--- src/rtl/tw_ctrl_pkg.sv ---
// Package: shared widths, frame layout constants and the operating-mode type
// for the three-wire control word receiver.
package tw_ctrl_pkg;
    localparam int WORD_BITS = 21;
    localparam int ADDR_BITS = 4;
    localparam logic [ADDR_BITS-1:0] CHIP_ADDR = 4'b1110;
    localparam int N_BITS    = 9;
    localparam int GAIN_BITS = 6;
    localparam int N_MIN     = 64;

    typedef enum logic [2:0] {
        MODE_SLEEP   = 3'd0,
        MODE_TX_STBY = 3'd1,
        MODE_WAIT    = 3'd2,
        MODE_RX      = 3'd3,
        MODE_TX_ONLY = 3'd4
    } op_mode_t;
endpackage

--- src/rtl/tw_sync_edge.sv ---
// Module: tw_sync_edge
// Brings WIDTH asynchronous pins into the clk domain through SYNC_STAGES
// flops and reports rising edges. Assumes each pin holds a level for at
// least two clk cycles.
module tw_sync_edge #(
    parameter int WIDTH       = 3,
    parameter int SYNC_STAGES = 2
) (
    input  logic             clk,
    input  logic             rst_n,
    input  logic [WIDTH-1:0] pin_in,
    input  logic [WIDTH-1:0] pin_idle,
    output logic [WIDTH-1:0] level,
    output logic [WIDTH-1:0] rise
);
    genvar g;
    generate
        for (g = 0; g < WIDTH; g++) begin : g_pin
            logic [SYNC_STAGES:0] chain;
            // shift the pin through the synchroniser plus one history stage
            always_ff @(posedge clk) begin
                if (!rst_n) chain <= {(SYNC_STAGES+1){pin_idle[g]}};
                else        chain <= {chain[SYNC_STAGES-1:0], pin_in[g]};
            end
            assign level[g] = chain[SYNC_STAGES-1];
            assign rise[g]  = chain[SYNC_STAGES-1] & ~chain[SYNC_STAGES];
        end
    endgenerate
endmodule

--- src/rtl/tw_shifter.sv ---
// Module: tw_shifter
// Shifts serial data in (earliest bit ends at the top) on bit-clock rises
// seen while the strobe is low, and counts the bits of the current frame.
// Assumes synchronised level and edge inputs.
module tw_shifter
    import tw_ctrl_pkg::*;
#(
    parameter int NBITS = WORD_BITS
) (
    input  logic             clk,
    input  logic             rst_n,
    input  logic             data_lvl,
    input  logic             bclk_rise,
    input  logic             stb_lvl,
    input  logic             stb_rise,
    output logic [NBITS-1:0] shreg,
    output logic             full
);
    localparam int CW = $clog2(NBITS + 1);
    logic [CW-1:0] cnt;
    logic          shift_en;

    assign shift_en = bclk_rise & ~stb_lvl;

    // shift register: take one bit per qualified bit-clock rise
    always_ff @(posedge clk) begin
        if (!rst_n)        shreg <= '0;
        else if (shift_en) shreg <= {shreg[NBITS-2:0], data_lvl};
    end

    // bit counter: cleared at each frame close, saturates at a full word
    always_ff @(posedge clk) begin
        if (!rst_n)                          cnt <= '0;
        else if (stb_rise)                   cnt <= '0;
        else if (shift_en && !full)          cnt <= cnt + 1'b1;
    end

    assign full = (cnt == CW'(NBITS));
endmodule

--- src/rtl/tw_regbank.sv ---
// Module: tw_regbank
// Working registers for both banks with power-up defaults. On a load
// request it checks the address, picks the bank from the subaddress and
// refuses divider values below N_MIN. Assumes shreg[NBITS-1] is the
// earliest bit of the frame.
module tw_regbank
    import tw_ctrl_pkg::*;
(
    input  logic                 clk,
    input  logic                 rst_n,
    input  logic                 load,
    input  logic [WORD_BITS-1:0] shreg,
    output logic [N_BITS-1:0]    n_div,
    output logic [1:0]           ref_code,
    output logic [2:0]           pump_code,
    output logic [1:0]           test_sel,
    output logic [1:0]           s_bits,
    output logic [2:0]           i_ofs,
    output logic [2:0]           q_ofs,
    output logic [GAIN_BITS-1:0] gain_reg,
    output logic                 gain_src,
    output logic                 vref_vc
);
    localparam int TOP   = WORD_BITS - 1;
    localparam int SA_IX = TOP - ADDR_BITS;
    localparam int PL_HI = SA_IX - 1;

    logic                 addr_ok;
    logic                 wr0;
    logic                 wr1;
    logic [N_BITS-1:0]    n_new;
    logic [GAIN_BITS-1:0] gain_new;
    logic [2:0]           pump_new;

    assign addr_ok = (shreg[TOP -: ADDR_BITS] == CHIP_ADDR);
    assign wr0     = load & addr_ok & ~shreg[SA_IX];
    assign wr1     = load & addr_ok &  shreg[SA_IX];
    assign n_new   = shreg[PL_HI -: N_BITS];

    genvar k;
    generate
        // gain bits arrive LSB first: b0 directly after the offset fields
        for (k = 0; k < GAIN_BITS; k++) begin : g_gain
            assign gain_new[k] = shreg[PL_HI - 8 - k];
        end
        // pump bits arrive LSB first
        for (k = 0; k < 3; k++) begin : g_pump
            assign pump_new[k] = shreg[PL_HI - 11 - k];
        end
    endgenerate

    // bank 0: divider, reference code, pump code, test selection
    always_ff @(posedge clk) begin
        if (!rst_n) begin
            n_div     <= N_BITS'(352);
            ref_code  <= 2'b10;
            pump_code <= 3'b111;
            test_sel  <= 2'b00;
        end else if (wr0) begin
            if (n_new >= N_BITS'(N_MIN)) n_div <= n_new;
            ref_code  <= shreg[PL_HI-9 -: 2];
            pump_code <= pump_new;
            test_sel  <= {shreg[0], shreg[1]};
        end
    end

    // bank 1: spare bits, offsets, gain code, gain source, reference enable
    always_ff @(posedge clk) begin
        if (!rst_n) begin
            s_bits   <= 2'b00;
            i_ofs    <= 3'b000;
            q_ofs    <= 3'b000;
            gain_reg <= '1;
            gain_src <= 1'b0;
            vref_vc  <= 1'b1;
        end else if (wr1) begin
            s_bits   <= shreg[PL_HI -: 2];
            i_ofs    <= shreg[PL_HI-2 -: 3];
            q_ofs    <= shreg[PL_HI-5 -: 3];
            gain_reg <= gain_new;
            gain_src <= shreg[1];
            vref_vc  <= shreg[0];
        end
    end
endmodule

--- src/rtl/tw_mode_decode.sv ---
// Module: tw_mode_decode
// Combinational: decodes the enable pins into an operating mode, selects the
// effective gain code and forms the reference-output enable. Assumes the
// pins are already stable in the clk domain or used only as levels.
module tw_mode_decode
    import tw_ctrl_pkg::*;
(
    input  logic                 pll_en,
    input  logic                 rx_en,
    input  logic                 tx_en,
    input  logic [GAIN_BITS-1:0] gain_pins,
    input  logic [GAIN_BITS-1:0] gain_reg,
    input  logic                 gain_src,
    input  logic                 vref_vc,
    output op_mode_t             op_mode,
    output logic [GAIN_BITS-1:0] rx_gain,
    output logic                 vref_en
);
    // pin combination to mode
    always_comb begin
        if (!pll_en)                op_mode = MODE_SLEEP;
        else if (!rx_en &&  tx_en)  op_mode = MODE_TX_STBY;
        else if ( rx_en &&  tx_en)  op_mode = MODE_WAIT;
        else if ( rx_en && !tx_en)  op_mode = MODE_RX;
        else                        op_mode = MODE_TX_ONLY;
    end

    // gain source and reference enable
    always_comb begin
        rx_gain = gain_src ? gain_reg : gain_pins;
        vref_en = vref_vc &&
                  (op_mode == MODE_TX_STBY || op_mode == MODE_TX_ONLY);
    end
endmodule

--- src/rtl/tw_ctrl_if.sv ---
// Module: tw_ctrl_if (top)
// Three-wire control word receiver: synchronises the bus, shifts frames,
// loads the working registers on the strobe rise and decodes the mode pins.
// Assumes the bit clock runs well below a third of clk.
module tw_ctrl_if
    import tw_ctrl_pkg::*;
(
    input  logic       clk,
    input  logic       rst_n,
    input  logic       ser_data,
    input  logic       ser_clk,
    input  logic       ser_stb,
    input  logic       pll_en,
    input  logic       rx_en,
    input  logic       tx_en,
    input  logic [5:0] gain_pins,
    output logic [8:0] n_div,
    output logic [1:0] ref_code,
    output logic [2:0] pump_code,
    output logic [1:0] test_sel,
    output logic [1:0] s_bits,
    output logic [2:0] i_ofs,
    output logic [2:0] q_ofs,
    output logic [5:0] gain_reg,
    output logic       gain_src,
    output logic       vref_vc,
    output logic [2:0] op_mode,
    output logic [5:0] rx_gain,
    output logic       vref_en
);
    logic [2:0]           lvl;
    logic [2:0]           rise;
    logic [WORD_BITS-1:0] shreg;
    logic                 full;
    logic                 stb_rise;
    logic                 load;
    op_mode_t             mode_q;

    tw_sync_edge #(.WIDTH(3), .SYNC_STAGES(2)) u_sync (
        .clk      (clk),
        .rst_n    (rst_n),
        .pin_in   ({ser_stb, ser_clk, ser_data}),
        .pin_idle (3'b100),
        .level    (lvl),
        .rise     (rise)
    );

    assign stb_rise = rise[2];
    assign load     = stb_rise & full;

    tw_shifter #(.NBITS(WORD_BITS)) u_shift (
        .clk       (clk),
        .rst_n     (rst_n),
        .data_lvl  (lvl[0]),
        .bclk_rise (rise[1]),
        .stb_lvl   (lvl[2]),
        .stb_rise  (stb_rise),
        .shreg     (shreg),
        .full      (full)
    );

    tw_regbank u_regs (
        .clk       (clk),
        .rst_n     (rst_n),
        .load      (load),
        .shreg     (shreg),
        .n_div     (n_div),
        .ref_code  (ref_code),
        .pump_code (pump_code),
        .test_sel  (test_sel),
        .s_bits    (s_bits),
        .i_ofs     (i_ofs),
        .q_ofs     (q_ofs),
        .gain_reg  (gain_reg),
        .gain_src  (gain_src),
        .vref_vc   (vref_vc)
    );

    tw_mode_decode u_mode (
        .pll_en    (pll_en),
        .rx_en     (rx_en),
        .tx_en     (tx_en),
        .gain_pins (gain_pins),
        .gain_reg  (gain_reg),
        .gain_src  (gain_src),
        .vref_vc   (vref_vc),
        .op_mode   (mode_q),
        .rx_gain   (rx_gain),
        .vref_en   (vref_en)
    );

    assign op_mode = mode_q;
endmodule

--- config.mk ---
export PLATFORM = sky130hd
export DESIGN_NAME = tw_ctrl_if
export DESIGN_NICKNAME = d
export VERILOG_FILES = /design/src/rtl/tw_ctrl_pkg.sv /design/src/rtl/tw_sync_edge.sv /design/src/rtl/tw_shifter.sv /design/src/rtl/tw_regbank.sv /design/src/rtl/tw_mode_decode.sv /design/src/rtl/tw_ctrl_if.sv
export SDC_FILE = /design/constraint.sdc
export NUM_CORES = 1
export LEC_CHECK = 0
export BUFFER_PORTS_ARGS = -buffer_cell sky130_fd_sc_hd__buf_2
export CAP_MARGIN = 20
export CORE_ASPECT_RATIO = 1.5
export CORE_MARGIN = 1
export CORE_UTILIZATION = 55
export DETAILED_ROUTE_END_ITERATION = 16
export PLACE_DENSITY_LB_ADDON = 0.1
export SLEW_MARGIN = 0
export SYNTH_ARGS = -nofsm -noshare
export SYNTH_HDL_FRONTEND = slang
export SYNTH_HIERARCHICAL = 1
export SYNTH_SLANG_ARGS = --single-unit
--- constraint.sdc ---
create_clock -name clk -period 2 [get_ports clk]
set_input_delay 0.3 -clock clk [delete_from_list [all_inputs] [get_ports clk]]
set_output_delay 0.3 -clock clk [all_outputs]
set_load 0.05 [all_outputs]
==> impl_metrics.py, run 1 <==
metrics = {
    "die": {
        "fp.coreArea_sq_mm": 0.00493,
        "initial_core_util": 0.581,
        "die_h_um": 90.4,
        "die_x_um": 60.9,
        "row_count": 31,
        "io_pins": 56,
        "dieArea_sq_mm": 0.00551,
    },
    "timing": {
        "setup_ws_ns": 0.170,
        "tns_ns": 0,
        "finalHoldViolations": 0,
        "fin_crit_ns": 1.83,
        "rsz0062_at_grt": "false",
        "fmax_mhz": 547,
        "drv_slew": 0,
        "final.setup_skew_ns": 0.00711,
        "setup_viol": 0,
        "fin_crit_sh": 0.915,
        "hold_slack_ns": 0.191,
    },
    "clocking": {
        "clock_sinks": 66,
        "clock_latency_ns": 0.33,
        "cts_max_level": 3,
        "cts_root_buf": "clkbuf_8",
        "clkSlewWorstSetupHoldPaths_ns": 0.07,
        "cts_setup_buffers": 0,
        "clockBufferDepth": 2,
        "cts_tree": "built",
        "cts_buffers": 9,
    },
    "layout": {
        "layout.cells.non_filler": 438,
        "layout-drive-gt1-share": 0.277,
        "largest_register_ffs": 21,
        "reg_top3": "u_shift/shreg: 21 flops, u_regs/n_div: 9 flops, u_sync/g_pin.chain: 8 flops",
        "design_area_sq_mm": 0.00336,
        "finalNetCount": 384,
        "area_growth_pct": 17.3,
        "diodes": 0,
        "final.fill_count": 434,
        "fin_util": 0.682,
        "largest-register": "u_shift/shreg",
    },
    "run_status": {
        "outcome": "complete, no violations",
    },
    "setup_path": {
        "criticalPathCategory": "flop to flop",
        "cp-start-kind": "flop",
        "crit_fanout": 9,
        "crit_arrival_ns": 2.10,
        "required_ns": 2.27,
        "cp-end-kind": "flop",
    },
    "drt": {
        "initialDrtViolationCount": 72,
        "drt-wirelength-per-cell_um": 12.7,
        "drc": 0,
        "num_vias": 2312,
        "postRouteAntennaNets": 0,
        "drt_pass1_iterations": 4,
        "vias_per_cell": 5.28,
        "routed_wl_um": 5580,
    },
    "place": {
        "dp_hpwl_um": 3870,
        "place.gp.congestion": 0.742,
        "dpl.cell_count": 422,
        "place_ws_ns": 0.123,
        "io_buffers": 55,
        "dpl_cell_area_sq_mm": 0.00318,
    },
    "logic_synthesis": {
        "synthesis.area_sq_mm": 0.00286,
        "synth_warnings": 6,
        "avgSynthCellArea_sq_um": 9.27,
        "synthCells": 309,
    },
    "power": {
        "power_mw": 2.52,
        "vdd.ir_drop.worst_v": 0.000517,
        "p_leak_nw": 1.39,
        "power.density_mw_per_mm2": 751,
    },
    "grt": {
        "grt_pass1_vias": 2095,
        "antenna_found_initial": 0,
        "grt_usage": 0.221,
        "grt_max_degree": 28,
        "grt_first_pass_wirelength_um": 9210,
        "overflow": 0,
    },
    "flow_run": {
        "cap_violations": 0,
    },
    "hold_path": {
        "hold_path.class": "primary input to flop",
    },
}
## critical path, stage by stage (launching register included)
cell      delay [ns]
dfxtp_1         0.39
ha_1            0.21
nand4b_4        0.12
inv_2           0.09
and2_2          0.19
nand4b_4        0.16
nor3_4          0.18
buf_4           0.21
mux2i_1         0.20
## path summary, 6_finish.rpt
check | startpoint | to | slack (ns) | cells past startpoint
max | u_shift/cnt[0]$_SDFFE_PP0P_ | u_regs/n_div[2]$_SDFFE_PN0P_ | 0.17 | 8
min | ser_data | u_sync/g_pin[0].chain[0]$_DFF_P_ | 0.19 | 2
max reg2reg | u_shift/cnt[0]$_SDFFE_PP0P_ | u_regs/n_div[2]$_SDFFE_PN0P_ | 0.17 | 8
min reg2reg | u_sync/g_pin[0].chain[1]$_DFF_P_ | u_shift/shreg[0]$_SDFFE_PN0P_ | 0.45 | 2
## where the power goes
part	internal (mW)	switching, mW	total [mW]
Sequential	1.33	0.00931	1.34
Clock	0.548	0.455	1.00
Combinational	0.0731	0.105	0.178
## cell type report
class | instances | area (sq um) | share of cell area
Multi-Input combinational cell | 218 | 1400 | 0.416
Tap cell | 66 | 82.6 | 0.0246
Timing Repair Buffer | 65 | 350 | 0.104
Sequential cell | 66 | 1320 | 0.393
Clock inverter | 2 | 10.0 | 0.00298
Inverter | 7 | 26.3 | 0.00782
Clock buffer | 14 | 173 | 0.0514
## layer usage
| layer | track usage | share of wire |
|---|---|---|
| met5 | 0 | 0 |
| met3 | 0.0616 | 0.049 |
| met4 | 0.104 | 0.011 |
| met2 | 0.346 | 0.49 |
| met1 | 0.273 | 0.45 |
## repair_timing
item | in CTS | in global routing
hold buffers | 0 | 0
resized for setup | 0 | 1
endpoints found under the setup margin | 0 | 8
## cells in the final DEF, fill, tap and decap left out, types with 5 or more instances in the layout
| master | count |
|---|---|
| nand2_1 | 55 |
| a21boi_0 | 33 |
| dfxtp_1 | 66 |
| nor2b_1 | 5 |
| o21ai_0 | 25 |
| conb_1 | 8 |
| mux2_4 | 14 |
| inv_1 | 6 |
| buf_2 | 55 |
| buf_4 | 10 |
| clkbuf_8 | 12 |
| mux2i_1 | 6 |
| a21oi_1 | 5 |
| nand3_1 | 37 |
Note: power is estimated with default switching activity, not from simulation.
==> run 2, diff against run 1 <==
Settings changed: CORE_UTILIZATION 55 to 57, CTS_BUF_LIST from default to sky130_fd_sc_hd__clkbuf_8, SKIP_CTS_REPAIR_TIMING from default to 1.
==> run 2 against run 1 <==
Net effect: final cell count fell by 0.23%; clock power rose by 8%; die area fell by 3.4%; routed wire length did not move; register-to-register slack improved by 0.02 ns; sequential share of layout area fell by 0.10 points; critical endpoint is now u_regs/n_div[0]$_SDFFE_PN0P_.
==> impl_metrics.py, run 2 (same netlist as run 1, synthesis figures left out) <==
metrics = {
    "power": {
        "p_int_mw": 2.00,
        "p_seq_frac": 0.516,
        "p_sw_uw": 596,
        "switching_share": 0.229,
        "clkPwrFrac": 0.416,
        "power_frac_comb": 0.068,
        "p_leak_nw": 1.40,
        "power.density_mw_per_mm2": 772,
        "vdd.ir_drop.worst_v": 0.000541,
    },
    "place": {
        "place.gp.congestion": 0.735,
        "io_buffers": 55,
        "dp_hpwl_um": 3810,
    },
    "timing": {
        "rsz0062_at_grt": "false",
        "drv_slew": 0,
        "fmax_mhz": 554,
        "fin_crit_sh": 0.903,
        "hold_slack_ns": 0.180,
        "setup_viol": 0,
        "finalHoldViolations": 0,
        "fin_crit_ns": 1.81,
        "final.setup_skew_ns": 0.0123,
        "tns_ns": 0,
    },
    "hold_path": {
        "hold_path.startpoint": "ser_stb",
        "hold_end": "u_sync/g_pin[2].chain[0]$_DFF_P_",
        "holdPathStages": 2,
        "hold_path.class": "primary input to flop",
    },
    "layout": {
        "largest_register_ffs": 21,
        "largest-register": "u_shift/shreg",
        "finalNetCount": 383,
        "reg_top3": "u_shift/shreg: 21 flops, u_regs/n_div: 9 flops, u_sync/g_pin.chain: 8 flops",
        "fin_util": 0.701,
        "layout-drive-gt1-share": 0.278,
        "final_cell_mix": "66 x dfxtp_1, 55 x buf_2, 55 x nand2_1",
        "area_growth_pct": 17.6,
        "final_common_cell": "dfxtp_1",
        "diodes": 0,
    },
    "drt": {
        "dr_wl_met2_um": 2720,
        "initialDrtViolationCount": 63,
        "drt-wirelength-per-cell_um": 12.8,
        "postRouteAntennaNets": 0,
        "wl_met3_um": 275,
        "routed_wl_um": 5580,
        "vias_per_cell": 5.24,
        "highest_layer": "met4",
        "drc": 0,
        "drt_pass1_iterations": 4,
        "wl_met1_um": 2490,
        "num_vias": 2292,
    },
    "die": {
        "dieArea_sq_mm": 0.00532,
        "die_x_um": 59.9,
        "initial_core_util": 0.595,
        "die_h_um": 88.8,
        "io_pins": 56,
        "fp.coreArea_sq_mm": 0.00481,
        "row_count": 31,
    },
    "clocking": {
        "cts_tree": "built",
        "cts_max_level": 3,
        "clockBufferDepth": 2,
        "cts_root_buf": "clkbuf_8",
        "cts_buffers": 9,
        "clock_sinks": 66,
        "clkSlewWorstSetupHoldPaths_ns": 0.07,
        "clock_latency_ns": 0.35,
    },
    "setup_path": {
        "r2r_end": "u_regs/n_div[0]$_SDFFE_PN0P_",
        "criticalPathCategory": "flop to flop",
        "crit_arrival_ns": 2.08,
        "reg2reg_setup_slack_ns": 0.19,
        "r2r_cells": 8,
        "r2r-start": "u_shift/cnt[0]$_SDFFE_PP0P_",
        "cp-end-kind": "flop",
        "required_ns": 2.27,
        "cp-start-kind": "flop",
        "crit_fanout": 9,
    },
    "grt": {
        "grt_pass1_vias": 1981,
        "grt_usage": 0.227,
        "grt_max_degree": 38,
        "overflow": 0,
        "grt_first_pass_wirelength_um": 8910,
        "antenna_found_initial": 0,
    },
    "run_status": {
        "outcome": "complete, no violations",
    },
    "flow_run": {
        "cap_violations": 0,
    },
}
run 2: cell count changes in the layout (fill, tap and decap cells not counted), sizes merged:
cell	change
bufinv	+1
buf	-1
inv	+1
clkinv	+2
clkbuf	-4
run 2: how the worst max path moves through the flow:
stage	start	depth (start not counted)	endpoint	slack, ns
after floorplan	u_shift/cnt[0]$_SDFFE_PP0P_	7	u_regs/n_div[0]$_SDFFE_PN0P_	0.25
after CTS	u_shift/cnt[0]$_SDFFE_PP0P_	8	u_regs/n_div[3]$_SDFFE_PN0P_	0.11
final	u_shift/cnt[0]$_SDFFE_PP0P_	8	u_regs/n_div[0]$_SDFFE_PN0P_	0.19
after global placement	u_shift/cnt[0]$_SDFFE_PP0P_	8	u_regs/n_div[4]$_SDFFE_PN0P_	0.23
after detailed placement	u_shift/cnt[0]$_SDFFE_PP0P_	8	u_regs/n_div[5]$_SDFFE_PN1P_	0.13
after global routing	u_shift/cnt[0]$_SDFFE_PP0P_	8	u_regs/n_div[0]$_SDFFE_PN0P_	0.04
run 2: critical path: stages (launching register included):
cell and delay (ns):
dfxtp_1 0.39, ha_1 0.21, nand4b_4 0.12, inv_2 0.08
and2_2 0.19, nand4b_4 0.17, nor3_4 0.21, buf_6 0.17
mux2i_1 0.19
run 2: final cells by class:
class,instances,area (sq um)
clock buffer,10,138
clock inverter,6,57.6
fill,401,1440
inverter,7,26.3
multi-input combinational,218,1400
sequential,66,1320
tap,66,82.6
timing repair buffer,64,347
run 2: stage by stage:
stage	worst slack (ns)	power, mW	cell area, sq um	std cells
detailed placement	0.132	1.55	3170	421
global placement	0.230	1.54	3170	421
floorplan	0.253	1.51	2890	315
finish	0.194	2.60	3370	437
global route	0.0419	2.70	3370	437
CTS	0.113	2.64	3360	437
run 2: layer usage:
layer  vias up  track usage
met5         -            0
met4         0        0.101
met3         9       0.0673
met2        58        0.374
met1      1056        0.269
li1       1169            -
run 2: power groups by stage:
stage          Sequential (mW)  Clock (mW)  Combinational (mW)
2_1_floorplan             1.37           0               0.145
3_3_place_gp              1.37           0               0.173
3_5_place_dp              1.37           0               0.177
4_1_cts                   1.34        1.12               0.177
5_1_grt                   1.34        1.17               0.192
6_report                  1.34        1.08               0.176
==> run 3, diff against run 2 <==
Settings changed: PLACE_DENSITY from default to 0.86, PLACE_DENSITY_LB_ADDON 0.1 to default.
==> run 3 against run 2 <==
Net effect: global-route usage fell by 0.28 points; core utilization rose by 0.29 points; combinational power rose by 2%; critical path type unchanged; largest cell class unchanged.
==> impl_metrics.py, run 3 (same netlist as run 1, synthesis figures left out) <==
metrics = {
    "run_status": {
        "outcome": "complete, no violations",
    },
    "power": {
        "p_leak_nw": 1.41,
        "vdd.ir_drop.worst_v": 0.000519,
        "power.density_mw_per_mm2": 768,
    },
    "timing": {
        "setup_ws_ns": 0.168,
        "tns_ns": 0,
        "drv_slew": 0,
        "fin_crit_ns": 1.83,
        "fmax_mhz": 546,
        "finalHoldViolations": 0,
        "final.setup_skew_ns": 0.00679,
        "setup_viol": 0,
        "fin_crit_sh": 0.916,
        "rsz0062_at_grt": "false",
    },
    "die": {
        "dieArea_sq_mm": 0.00532,
        "row_count": 31,
        "io_pins": 56,
        "fp.coreArea_sq_mm": 0.00481,
        "die_x_um": 59.9,
        "die_h_um": 88.8,
        "initial_core_util": 0.595,
    },
    "place": {
        "place.gp.congestion": 0.787,
        "place_ws_ns": 0.0951,
        "dp_hpwl_um": 3930,
        "io_buffers": 55,
    },
    "clocking": {
        "cts_buffers": 9,
        "cts_root_buf": "clkbuf_8",
        "clockBufferDepth": 2,
        "clkSlewWorstSetupHoldPaths_ns": 0.06,
        "cts_max_level": 3,
        "clock_sinks": 66,
        "cts_tree": "built",
        "clock_latency_ns": 0.33,
    },
    "drt": {
        "postRouteAntennaNets": 0,
        "drt-wirelength-per-cell_um": 12.8,
        "initialDrtViolationCount": 120,
        "drc": 0,
        "vias_per_cell": 5.43,
        "drt_pass1_iterations": 4,
        "routed_wl_um": 5590,
        "num_vias": 2372,
    },
    "setup_path": {
        "cp-end-kind": "flop",
        "path_cells": "inv_1, ha_1, nand4b_4, inv_2, and2_4, nand4b_4, nor3_4, buf_6, mux2i_1",
        "cp-start-kind": "flop",
        "crit_fanout": 9,
        "cpMostUsedCell": "nand4b_4",
        "slowest_stage": "dfxtp_1",
        "max_stage_delay_ns": 0.34,
        "required_ns": 2.25,
        "criticalPathCategory": "flop to flop",
        "crit_arrival_ns": 2.08,
        "cpLargestDelayFamily": "simple AND/OR/NAND/NOR gates",
        "cp.buffers_inverters": 3,
    },
    "layout": {
        "reg_top3": "u_shift/shreg: 21 flops, u_regs/n_div: 9 flops, u_sync/g_pin.chain: 8 flops",
        "largest_register_ffs": 21,
        "final.fill_count": 412,
        "diodes": 0,
        "largest-register": "u_shift/shreg",
        "layout-drive-gt1-share": 0.283,
        "finalNetCount": 385,
        "final_cell_mix": "65 x dfxtp_1, 55 x buf_2, 55 x nand2_1",
        "area_growth_pct": 18.1,
        "final_common_cell": "dfxtp_1",
    },
    "grt": {
        "grt_first_pass_wirelength_um": 8930,
        "grt_max_degree": 30,
        "grt_pass1_vias": 2081,
        "grt_usage": 0.224,
        "antenna_found_initial": 0,
        "overflow": 0,
    },
    "hold_path": {
        "hold_path.class": "primary input to flop",
    },
    "flow_run": {
        "cap_violations": 0,
    },
}
==> run 3: cell count changes in the layout (fill, tap and decap cells not counted), sizes merged <==
cell | before | now
buf | 64 | 66
clkbuf | 10 | 11
clkinv | 4 | 2
inv | 8 | 7
==> run 3: through the flow <==
step	utilization	total power, mW	cell area (sq um)	hold WS (ns)	std cells
detailed placement	0.662	1.55	3180	0.443	423
finish	0.703	2.60	3380	0.194	437
floorplan	-	1.51	2890	0.436	315
global route	0.703	2.70	3380	0.171	437
CTS	0.702	2.63	3380	0.173	437
global placement	0.662	1.55	3180	0.436	423
==> run 3: power breakdown <==
| group | total [mW] | switching (mW) | internal, mW |
|---|---|---|---|
| Clock | 1.08 | 0.452 | 0.625 |
| Sequential | 1.34 | 0.00958 | 1.33 |
| Combinational | 0.180 | 0.105 | 0.0749 |
==> run 3: layout make-up <==
| cell class | instances | area (sq um) | area share |
|---|---|---|---|
| Tap cell | 66 | 82.6 | 0.0244 |
| Inverter | 7 | 26.3 | 0.00777 |
| Clock inverter | 3 | 40.0 | 0.0118 |
| Sequential cell | 66 | 1320 | 0.391 |
| Timing Repair Buffer | 66 | 362 | 0.107 |
| Clock buffer | 11 | 151 | 0.0447 |
| Multi-Input combinational cell | 218 | 1400 | 0.413 |
==> run 3: routing by layer <==
layer	track usage	vias up	routed length, um
li1	-	1168	-
met1	0.250	1111	2250
met2	0.374	81	2920
met3	0.0746	12	317
met4	0.114	0	106
met5	0	-	0
==> run 3: worst reg2reg max path, cell delays in order (launching register included) <==
cell and delay, ns:
dfxtp_1 0.34, inv_1 0.07, ha_1 0.18, nand4b_4 0.13
inv_2 0.09, and2_4 0.16, nand4b_4 0.16, nor3_4 0.22
buf_6 0.18, mux2i_1 0.23
==> run 3: worst paths after layout <==
| check | start | end | slack, ns | cells past startpoint |
|---|---|---|---|---|
| setup / recovery | u_shift/cnt[1]$_SDFFE_PP0P_ | u_regs/n_div[0]$_SDFFE_PN0P_ | 0.17 | 9 |
| hold / removal | ser_data | u_sync/g_pin[0].chain[0]$_DFF_P_ | 0.19 | 2 |
| setup reg to reg | u_shift/cnt[1]$_SDFFE_PP0P_ | u_regs/n_div[0]$_SDFFE_PN0P_ | 0.17 | 9 |
| hold reg to reg | u_sync/g_pin[0].chain[1]$_DFF_P_ | u_shift/shreg[0]$_SDFFE_PN0P_ | 0.46 | 2 |
